$ cat config.mk
export PLATFORM = sky130hd
export DESIGN_NAME = audio_fifo_wm
export DESIGN_NICKNAME = d
export VERILOG_FILES = /design/src/rtl/audio_fifo_wm.sv
export SDC_FILE = /design/constraint.sdc
export NUM_CORES = 1
export LEC_CHECK = 0
export BUFFER_PORTS_ARGS = -buffer_cell sky130_fd_sc_hd__buf_2
export CAP_MARGIN = 20
export CORE_UTILIZATION = 40
export CTS_BUF_LIST = sky130_fd_sc_hd__clkbuf_4 sky130_fd_sc_hd__clkbuf_8 sky130_fd_sc_hd__clkbuf_16
export DETAILED_ROUTE_END_ITERATION = 8
export GPL_ROUTABILITY_DRIVEN = 0
export PLACE_DENSITY = 0.54
export SLEW_MARGIN = 20
export SYNTH_ARGS = -nofsm -noshare
export SYNTH_HDL_FRONTEND = slang
export SYNTH_SLANG_ARGS = --single-unit
$ cat constraint.sdc
create_clock -name clk -period 7.4 [get_ports clk]
set_clock_uncertainty 0.05 [all_clocks]
set_input_delay 0.74 -clock clk [delete_from_list [all_inputs] [get_ports clk]]
set_output_delay 0.74 -clock clk [all_outputs]
set_load 0.01 [all_outputs]
$ cat src/rtl/audio_fifo_wm.sv
module audio_fifo_wm #(
  parameter int DW     = 16,
  parameter int DEPTH  = 32,
  parameter int AE_LVL = 4,
  parameter int AF_LVL = 28,
  parameter int WMW    = 6,
  localparam int AW    = $clog2(DEPTH),
  localparam int CW    = $clog2(DEPTH + 1),
  localparam int NEV   = 6
) (
  input  logic              clk,
  input  logic              rst_n,
  input  logic [18:0]       ctrl_i,
  input  logic [2*NEV-1:0]  irq_en_i,
  input  logic              irq_glb_en_i,
  input  logic              clr_we_i,
  input  logic [2*NEV-1:0]  clr_mask_i,
  input  logic              tx_wr_i,
  input  logic [DW-1:0]     tx_wdata_i,
  input  logic              tx_ser_req_i,
  output logic [DW-1:0]     tx_ser_data_o,
  output logic              tx_ser_vld_o,
  input  logic              rx_ser_wr_i,
  input  logic [DW-1:0]     rx_ser_data_i,
  input  logic              rx_rd_i,
  output logic [DW:0]       rx_rdata_o,
  output logic [CW-1:0]     tx_cnt_o,
  output logic [CW-1:0]     rx_cnt_o,
  output logic [3:0]        tx_flags_o,
  output logic [3:0]        rx_flags_o,
  output logic              tx_dma_req_o,
  output logic              rx_dma_req_o,
  output logic [2*NEV-1:0]  irq_stat_o,
  output logic              irq_pend_o
);

  logic [DW-1:0] tx_mem [DEPTH];
  logic [DW-1:0] rx_mem [DEPTH];
  logic [AW-1:0] tx_wp, tx_rp, rx_wp, rx_rp;
  logic [CW-1:0] tx_cnt, rx_cnt;
  logic [WMW-1:0] tx_wm, rx_wm;
  logic tx_act, rx_act, tx_empty, tx_full, rx_empty, rx_full;
  logic tx_push, tx_pop, rx_push, rx_pop;
  logic [2*NEV-1:0] ev, stat;

  assign tx_act = ctrl_i[0] & ctrl_i[2];
  assign rx_act = ctrl_i[0] & ctrl_i[1];
  assign tx_wm  = ctrl_i[18:13];
  assign rx_wm  = ctrl_i[12:7];

  assign tx_empty = (tx_cnt == '0);
  assign tx_full  = (tx_cnt == CW'(DEPTH));
  assign rx_empty = (rx_cnt == '0);
  assign rx_full  = (rx_cnt == CW'(DEPTH));

  assign tx_push = tx_act & tx_wr_i & ~tx_full;
  assign tx_pop  = tx_act & tx_ser_req_i & ~tx_empty;
  assign rx_push = rx_act & rx_ser_wr_i & ~rx_full;
  assign rx_pop  = rx_act & rx_rd_i & ~rx_empty;

  always_ff @(posedge clk) begin
    if (!rst_n || !tx_act) begin
      tx_wp  <= '0;
      tx_rp  <= '0;
      tx_cnt <= '0;
    end else begin
      tx_wp  <= tx_wp + AW'(tx_push);
      tx_rp  <= tx_rp + AW'(tx_pop);
      tx_cnt <= tx_cnt + CW'(tx_push) - CW'(tx_pop);
    end
  end

  always_ff @(posedge clk) begin
    if (!rst_n || !rx_act) begin
      rx_wp  <= '0;
      rx_rp  <= '0;
      rx_cnt <= '0;
    end else begin
      rx_wp  <= rx_wp + AW'(rx_push);
      rx_rp  <= rx_rp + AW'(rx_pop);
      rx_cnt <= rx_cnt + CW'(rx_push) - CW'(rx_pop);
    end
  end

  always_ff @(posedge clk) begin
    if (tx_push) tx_mem[tx_wp] <= tx_wdata_i;
    if (rx_push) rx_mem[rx_wp] <= rx_ser_data_i;
  end

  assign tx_ser_vld_o  = tx_act & ~tx_empty;
  assign tx_ser_data_o = tx_mem[tx_rp];
  assign rx_rdata_o    = (rx_act & ~rx_empty) ? {1'b1, rx_mem[rx_rp]} : '0;

  assign tx_cnt_o   = tx_cnt;
  assign rx_cnt_o   = rx_cnt;
  assign tx_flags_o = {int'(tx_cnt) >= AF_LVL, tx_full, int'(tx_cnt) <= AE_LVL, tx_empty};
  assign rx_flags_o = {int'(rx_cnt) >= AF_LVL, rx_full, int'(rx_cnt) <= AE_LVL, rx_empty};

  assign tx_dma_req_o = tx_act & ctrl_i[6] & (int'(tx_cnt) <= int'(tx_wm));
  assign rx_dma_req_o = rx_act & ctrl_i[5] & (int'(rx_cnt) >= int'(rx_wm));

  assign ev[3:0]  = {4{tx_act}} & tx_flags_o;
  assign ev[4]    = tx_act & tx_ser_req_i & tx_empty;
  assign ev[5]    = tx_act & tx_wr_i & tx_full;
  assign ev[9:6]  = {4{rx_act}} & rx_flags_o;
  assign ev[10]   = rx_act & rx_rd_i & rx_empty;
  assign ev[11]   = rx_act & rx_ser_wr_i & rx_full;

  always_ff @(posedge clk) begin
    if (!rst_n) stat <= '0;
    else        stat <= (stat & ~(clr_we_i ? clr_mask_i : '0)) | ev;
  end

  assign irq_stat_o = stat;
  assign irq_pend_o = irq_glb_en_i & |(stat & irq_en_i);

  AST_CNT_BOUND: assert property (@(posedge clk) disable iff (!rst_n)
    int'(tx_cnt_o) <= DEPTH && int'(rx_cnt_o) <= DEPTH);
  AST_FLAG_EXCL: assert property (@(posedge clk) disable iff (!rst_n)
    !(tx_flags_o[0] && tx_flags_o[2]) && !(rx_flags_o[0] && rx_flags_o[2]));
  AST_DIS_FLUSH: assert property (@(posedge clk) disable iff (!rst_n)
    !ctrl_i[0] |=> tx_cnt_o == '0 && rx_cnt_o == '0);
  AST_OVF_HOLD: assert property (@(posedge clk) disable iff (!rst_n)
    (tx_act && tx_wr_i && tx_full && !tx_ser_req_i) |=> (tx_cnt_o == CW'(DEPTH) && irq_stat_o[5]));
  AST_STARVE_SET: assert property (@(posedge clk) disable iff (!rst_n)
    (rx_act && rx_rd_i && rx_empty) |=> irq_stat_o[10]);
  AST_STICKY: assert property (@(posedge clk) disable iff (!rst_n)
    !clr_we_i |=> ((irq_stat_o & $past(irq_stat_o)) == $past(irq_stat_o)));

endmodule

==> flow_summary.json, run 1 <==
{
  "required_ns": 6.61,
  "areaGrowthSynthToFinish_pct": 15.10,
  "m1WireLength_mm": 38.59,
  "maxCapViolations": 0,
  "clk_pin_slew_ns": 0.06,
  "grt_pass1_wl_mm": 138.2,
  "ys.flop_type": "edfxtp_1",
  "critPathSlowestCell": "dfxtp_4",
  "crit_path_end_kind": "output port",
  "cts_root_buf": "clkbuf_16",
  "netlist_area_mm2": 0.04179,
  "die-area_mm2": 0.1058,
  "fillCellCount": 8629,
  "synth_edf_count": 1024,
  "crit_buf_inv": 3,
  "place_area_mm2": 0.04446,
  "met2_length_mm": 49.82,
  "top_layer": "met4",
  "num_io_pins": 152,
  "die_y_um": 325.2,
  "seq_area_frac_synth_pct": 75.68,
  "rsz0062_at_grt": "no",
  "portBuffers": 149,
  "max_freq_ghz": 0.2226,
  "max_slew_margin_pct": 35.88,
  "maxSlewViolCount": 0,
  "cts_resized": 0,
  "cts-buffers-inserted": 111,
  "worstPathArrival_ns": 3.70,
  "leakage_nw": 15.14,
  "routedWlPerCell_um": 26.13,
  "yosysTopAreaCellShare_pct": 73.57,
  "setup_viol": 0,
  "synth.most_common_cell": "edfxtp_1",
  "timing.final.hold_violations": 0,
  "synth.net_count": 2030,
  "synth_cell_types": 44,
  "placementRows": 118,
  "critPathTopFamily": "buffers and inverters",
  "postRouteAntennaNets": 0,
  "critPathMostFrequentCell": "mux4_2",
  "start_util_pct": 40.38,
  "drive_gt1_share_pct": 32.96,
  "vias_per_cell": 5.354,
  "dr_wl_met3_mm": 3.903,
  "core_region_area_mm2": 0.1035,
  "min_period_over_period_pct": 60.70,
  "fp.dieW_um": 325.2,
  "wirelength_mm": 94.50,
  "p_seq_share_pct": 53.9,
  "cts_hold_buf": 0,
  "outcome": "finished, final reports clean",
  "clock_latency_ns": 0.68,
  "clock_power_share_pct": 44.8,
  "critPathMaxFanout": 50,
  "final_cell_area_mm2": 0.04811,
  "nNetsFinal": 2273,
  "cts.sinks": 1068,
  "worst_path_largest_cell_delay_ns": 0.83,
  "synthArstFlopShare_pct": 0,
  "initialDrtViolationCount": 1558,
  "drtPass1Iterations": 4,
  "ys_ff_latch": 1068,
  "ys_warn_count": 0,
  "p_total_w": 0.01230,
  "synth.avg_cell_area_um2": 21.99,
  "startpoint_type": "flop",
  "grt_pass1_vias": 20637,
  "grtUsageTotal_pct": 17.92,
  "multi_input_area_mm2": 0.009522,
  "synthesis.instances": 1901,
  "worst_slew_pin_slew_ns": 0.9619,
  "period_needed_ns": 4.492,
  "grt_max_degree": 129,
  "overflow": 0,
  "antenna_found_initial": 2,
  "hp-class": "input pin to flop",
  "holdWs_ns": 0.2992,
  "power.density_mw_per_mm2": 255.7,
  "p_int_w": 0.009893,
  "tritoncts": "yes",
  "regArea_mm2": 0.03165,
  "post-cts-setup-buffers": 0,
  "power_frac_comb_pct": 1.3,
  "dpl.hpwl_mm": 54.02,
  "clockBufferDepth": 3,
  "crit_chain": "buf_4, mux4_2, mux4_2, inv_1, a221oi_1, buf_2",
  "htreeDepth": 3,
  "fin_setup_tns_ns": 0,
  "vdd_ir_drop_max_mv": 0.2521,
  "synth_top_area_cell": "edfxtp_1",
  "drcViolationCount": 0,
  "critical_path_class": "flop to output port",
  "vias": 19367,
  "swShare_pct": 19.59,
  "synthTopCellsByCount": "1024 x edfxtp_1, 304 x mux4_2, 101 x nor2_1, 48 x clkbuf_1, 46 x inv_1",
  "p_sw_w": 0.002410,
  "ys_top_cells_by_area": "edfxtp_1 74%, mux4_2 16%, dfxtp_1 2.1%"
}
[state kept, by name, summed over array words and instances (netlist names)]
register,flops
rx_wp,5
tx_rp,5
rx_cnt_o,6
tx_cnt_o,6
irq_stat_o,12
tx_mem,512
tx_wp,5
rx_mem,512
rx_rp,5
[layout by cell type, fill, tap and decap left out, drive strengths merged, types with 16 or more instances in the layout]
cell type / n
edfxtp: 1024
mux4: 304
buf: 230
clkbuf: 143
nor2: 101
inv: 50
clkinv: 46
ha: 44
dfxtp: 44
nand2: 38
a221oi: 19
mux2i: 18
mux2: 16
o221ai: 16
[power by group through the flow]
stage | clock network [W] | registers [W] | logic, W
after detailed placement | 0 | 0.00676 | 0.000162
after CTS | 0.00565 | 0.00663 | 0.000163
final | 0.00551 | 0.00663 | 0.000162
after global placement | 0 | 0.00675 | 0.000151
after floorplan | 0 | 0.00676 | 0.0000394
after global routing | 0.00586 | 0.00663 | 0.000178
[worst reg2reg max path, cell delays in order, from the launching register on]
cell and delay (ns):
dfxtp_1 0.48, inv_1 0.16, ha_1 0.19, nor4bb_1 0.75
nor2_1 0.31, inv_1 0.23, ha_1 0.15, inv_1 0.04
ha_1 0.20, fa_1 0.44, a21oi_1 0.17, nor2_1 0.05
nor2_1 0.10, xor2_1 0.15, nor2_1 0.05
[final cells by class]
class | count | area share (%)
Tap cell | 1380 | 3.589
Clock inverter | 62 | 1.209
Antenna cell | 1 | 0.005202
Multi-Input combinational cell | 687 | 19.79
Inverter | 46 | 0.3589
Clock buffer | 143 | 6.362
Sequential cell | 1068 | 65.79
Timing Repair Buffer | 230 | 2.892
[metrics by stage]
stage,utilization [%],setup slack [ns],cells
floorplan,-,4.223,1901
global placement,42.96,3.492,3411
detailed placement,42.96,3.491,3411
CTS,46.48,2.731,3616
global route,46.48,2.678,3616
finish,46.48,2.908,3617
[worst paths after layout]
path / cells after the start / to / slack, ns / startpoint
min: 4 / irq_stat_o[7] / 0.30 / clr_mask_i[7]
min reg2reg: 2 / irq_stat_o[7] / 0.46 / irq_stat_o[7]
max reg2reg: 14 / rx_cnt_o[4] / 3.77 / rx_cnt_o[3]
max: 6 / rx_rdata_o[1] / 2.91 / rx_rp[1]
[cell families (layout without fill, tap and decap cells)]
| kind of cell | Yosys count | after routing | share of synthesized area (%) |
|---|---|---|---|
| DFF | 1068 | 1068 | 75.68 |
| other | 0 | 1 | 0 |
| muxes | 338 | 338 | 17.24 |
| adders and majority gates | 46 | 46 | 1.413 |
| AOI/OAI and AO/OA | 72 | 72 | 1.374 |
| xor gates and xnor gates | 18 | 18 | 0.3772 |
| and+or+nand+nor | 213 | 213 | 2.368 |
| buffers and inverters | 146 | 481 | 1.542 |
[routing by layer]
layer / GRT usage (%) / up-vias
met5: 0 / -
met4: 5.035 / 0
met3: 3.018 / 141
met2: 31.69 / 440
met1: 22.67 / 10353
li1: - / 8433
(Power assumes the default switching activity.)
==> inputs of run 2 (changes only) <==
--- a/config.mk
+++ b/config.mk
@@ -5,13 +5,14 @@
 export SDC_FILE = /design/constraint.sdc
 export NUM_CORES = 1
 export LEC_CHECK = 0
+export ABC_AREA = 1
 export BUFFER_PORTS_ARGS = -buffer_cell sky130_fd_sc_hd__buf_2
 export CAP_MARGIN = 20
 export CORE_UTILIZATION = 40
 export CTS_BUF_LIST = sky130_fd_sc_hd__clkbuf_4 sky130_fd_sc_hd__clkbuf_8 sky130_fd_sc_hd__clkbuf_16
 export DETAILED_ROUTE_END_ITERATION = 8
 export GPL_ROUTABILITY_DRIVEN = 0
-export PLACE_DENSITY = 0.54
+export PLACE_DENSITY = 0.53
 export SLEW_MARGIN = 20
 export SYNTH_ARGS = -nofsm -noshare
 export SYNTH_HDL_FRONTEND = slang
==> constraint.sdc (replaced) <==
create_clock -name clk -period 4.5 [get_ports clk]
set_clock_uncertainty 0.05 [all_clocks]
set_input_delay 0.45 -clock clk [delete_from_list [all_inputs] [get_ports clk]]
set_output_delay 0.45 -clock clk [all_outputs]
set_load 0.01 [all_outputs]
==> run 2 against run 1 <==
Compared with the run above:
- register-to-register slack got worse by 2.7 ns
- largest power group unchanged
- critical path depth grew 4
- sequential share of layout area is 3.1 points lower
- flip-flop and latch count did not move
- clock power rose by 64%
- critical path type unchanged
- final cell count grew 56%
==> flow_summary.json, run 2 <==
{
  "outcome": "finished, final reports clean",
  "worst_slew_pin_slew_ns": 1.111,
  "die_y_um": 335.6,
  "die-area_mm2": 0.1126,
  "clk_pin_slew_ns": 0.06,
  "vias_per_cell": 5.051,
  "r2r-start": "rx_cnt_o[4]",
  "fillCellCount": 10225,
  "min_period_over_period_pct": 81.50,
  "drcViolationCount": 0,
  "clockBufferDepth": 3,
  "startpoint_type": "flop",
  "wirelength_mm": 117.0,
  "power_frac_comb_pct": 1.6,
  "synth.net_count": 4027,
  "synthTopCellsByCount": "1338 x nand2_1, 1024 x edfxtp_1, 797 x nand3_1, 195 x nor2_1, 95 x buf_2",
  "required_ns": 4.00,
  "worstReg2RegEnd": "rx_cnt_o[4]",
  "crit_chain": "buf_12, nand2_1, nand3_1, nand3_1, nand2_1, nand2_1, nand3_1, nand2_1, nor2_1, buf_2",
  "setup_viol": 0,
  "grt_pass1_vias": 26608,
  "maxCapViolations": 0,
  "drtPass1Iterations": 5,
  "synthesis.instances": 3898,
  "reg2regPathDepth": 17,
  "p_int_w": 0.01618,
  "critical_path_class": "flop to output port",
  "cts-buffers-inserted": 112,
  "maxSlewViolCount": 0,
  "antenna_found_initial": 0,
  "cts_resized": 0,
  "fin_setup_tns_ns": 0,
  "postRouteAntennaNets": 0,
  "ys_warn_count": 0,
  "vias": 28451,
  "tritoncts": "yes",
  "rsz0062_at_grt": "no",
  "synth_edf_count": 1024,
  "netlist_area_mm2": 0.04452,
  "crit_path_end_kind": "output port",
  "crit_buf_inv": 2,
  "reg2reg_slack_ns": 1.06,
  "timing.final.hold_violations": 0,
  "hp-class": "input pin to flop",
  "max_freq_ghz": 0.2727,
  "clock_latency_ns": 0.69,
  "cts_root_buf": "clkbuf_16",
  "p_total_w": 0.02024,
  "overflow": 0,
  "min-delay-start": "rst_n",
  "post-cts-setup-buffers": 0,
  "portBuffers": 149,
  "leakage_nw": 18.45,
  "cts.sinks": 1068,
  "critPathSlowestCell": "buf_12",
  "swShare_pct": 20.05,
  "htreeDepth": 3,
  "num_io_pins": 152,
  "grt_pass1_wl_mm": 171.8,
  "synth_cell_types": 34,
  "critPathTopFamily": "simple AND/OR/NAND/NOR gates",
  "synthArstFlopShare_pct": 0,
  "nNetsFinal": 4179,
  "seq_area_frac_synth_pct": 71.04,
  "vdd_ir_drop_max_mv": 0.3839,
  "whs_endpoint": "irq_stat_o[7]",
  "grt_max_degree": 154,
  "layout_common_cells": "1338 x nand2_1, 1024 x edfxtp_1, 797 x nand3_1",
  "synth.avg_cell_area_um2": 11.42,
  "layout_commonest_cell": "nand2_1",
  "ys.flop_type": "edfxtp_1",
  "routedWlPerCell_um": 20.77,
  "areaGrowthSynthToFinish_pct": 13.32,
  "synth.most_common_cell": "nand2_1",
  "fp.dieW_um": 335.6,
  "drive_gt1_share_pct": 11.44,
  "worst_path_largest_cell_delay_ns": 0.50,
  "critPathMostFrequentCell": "nand2_1",
  "core_region_area_mm2": 0.1105,
  "critPathMaxFanout": 153,
  "initialDrtViolationCount": 2288,
  "dpl.hpwl_mm": 62.19,
  "worstPathArrival_ns": 3.17,
  "p_seq_share_pct": 53.9,
  "grtUsageTotal_pct": 20.47,
  "yosysTopAreaCellShare_pct": 69.06,
  "start_util_pct": 40.29,
  "p_sw_w": 0.004058,
  "synth_top_area_cell": "edfxtp_1",
  "holdPathStages": 3,
  "period_needed_ns": 3.667,
  "ys_ff_latch": 1068,
  "ys_top_cells_by_area": "edfxtp_1 69%, nand2_1 11%, nand3_1 9.0%",
  "max_slew_margin_pct": 25.84,
  "clock_power_share_pct": 44.5,
  "placementRows": 122,
  "power.density_mw_per_mm2": 401.1
}
-- run 2: metrics by stage --
step / util, % / setup slack [ns] / area [um2] / std cells / hold WS [ns]
3_3_place_gp: 42.25 / 0.9828 / 46690 / 5410 / 0.4239
3_5_place_dp: 42.25 / 1.015 / 46690 / 5410 / 0.4355
2_1_floorplan: - / 1.659 / 44520 / 3898 / 0.4488
4_1_cts: 45.64 / 0.8214 / 50440 / 5631 / 0.001299
6_report: 45.65 / 0.8326 / 50450 / 5633 / 0.06030
5_1_grt: 45.65 / 0.7209 / 50450 / 5631 / 0.04733
-- run 2: final cells by class --
cell class	count	area [um2]	area share, %
Multi-Input combinational cell	2513	11180	22.17
Clock buffer	158	3226	6.394
Timing Repair Buffer	264	1782	3.532
Antenna cell	2	5.005	0.009920
Inverter	91	361.6	0.7167
Tap cell	1488	1862	3.690
Clock inverter	49	381.6	0.7564
Sequential cell	1068	31650	62.74
-- run 2: routing by layer --
metal | global-route usage (%) | routed length (um) | vias up
met3 | 2.477 | 4759 | 186
met1 | 27.64 | 51710 | 13772
li1 | - | - | 13864
met4 | 7.510 | 4089 | 0
met2 | 33.91 | 56440 | 629
met5 | 0 | 0 | -
-- run 2: worst min-delay path, stage by stage --
cell	delay, ns
buf_2	0.15
nand3_1	0.10
nand2_1	0.05
-- run 2: cells by family after synthesis --
group / Yosys count / share of synthesized area (%)
AO/OA/AOI/OAI: 106 / 1.293
buffers and inverters: 317 / 4.013
adder cells (fa/ha/maj): 46 / 1.326
flip-flops: 1068 / 71.04
AND/OR/NAND/NOR: 2361 / 22.32
-- run 2: how the worst max path moves through the flow --
stage                     cells after the start  slack (ns)   startpoint            end
after floorplan                              18        1.66  rx_cnt_o[4]    rx_cnt_o[4]
after global placement                       17        0.98    ctrl_i[0]    rx_cnt_o[4]
after detailed placement                     17        1.01    ctrl_i[0]    rx_cnt_o[4]
after CTS                                    11        0.82     rx_rp[0]  rx_rdata_o[8]
after global routing                         10        0.72     rx_rp[0]  rx_rdata_o[8]
final                                        10        0.83     rx_rp[0]  rx_rdata_o[8]
-- run 2: power by group through the flow --
stage / Clock, W / Combinational (W) / Sequential, W
2_1_floorplan: 0 / 0.0000692 / 0.0111
3_3_place_gp: 0 / 0.000311 / 0.0111
3_5_place_dp: 0 / 0.000316 / 0.0111
4_1_cts: 0.00918 / 0.000327 / 0.0109
5_1_grt: 0.00955 / 0.000350 / 0.0109
6_report: 0.00901 / 0.000324 / 0.0109
-- run 2: repair_timing --
| action | 4_1_cts | 5_1_grt |
|---|---|---|
| endpoints found under the hold margin | 11 | 0 |
| hold buffers | 14 | 0 |
| setup endpoints to repair | 0 | 0 |
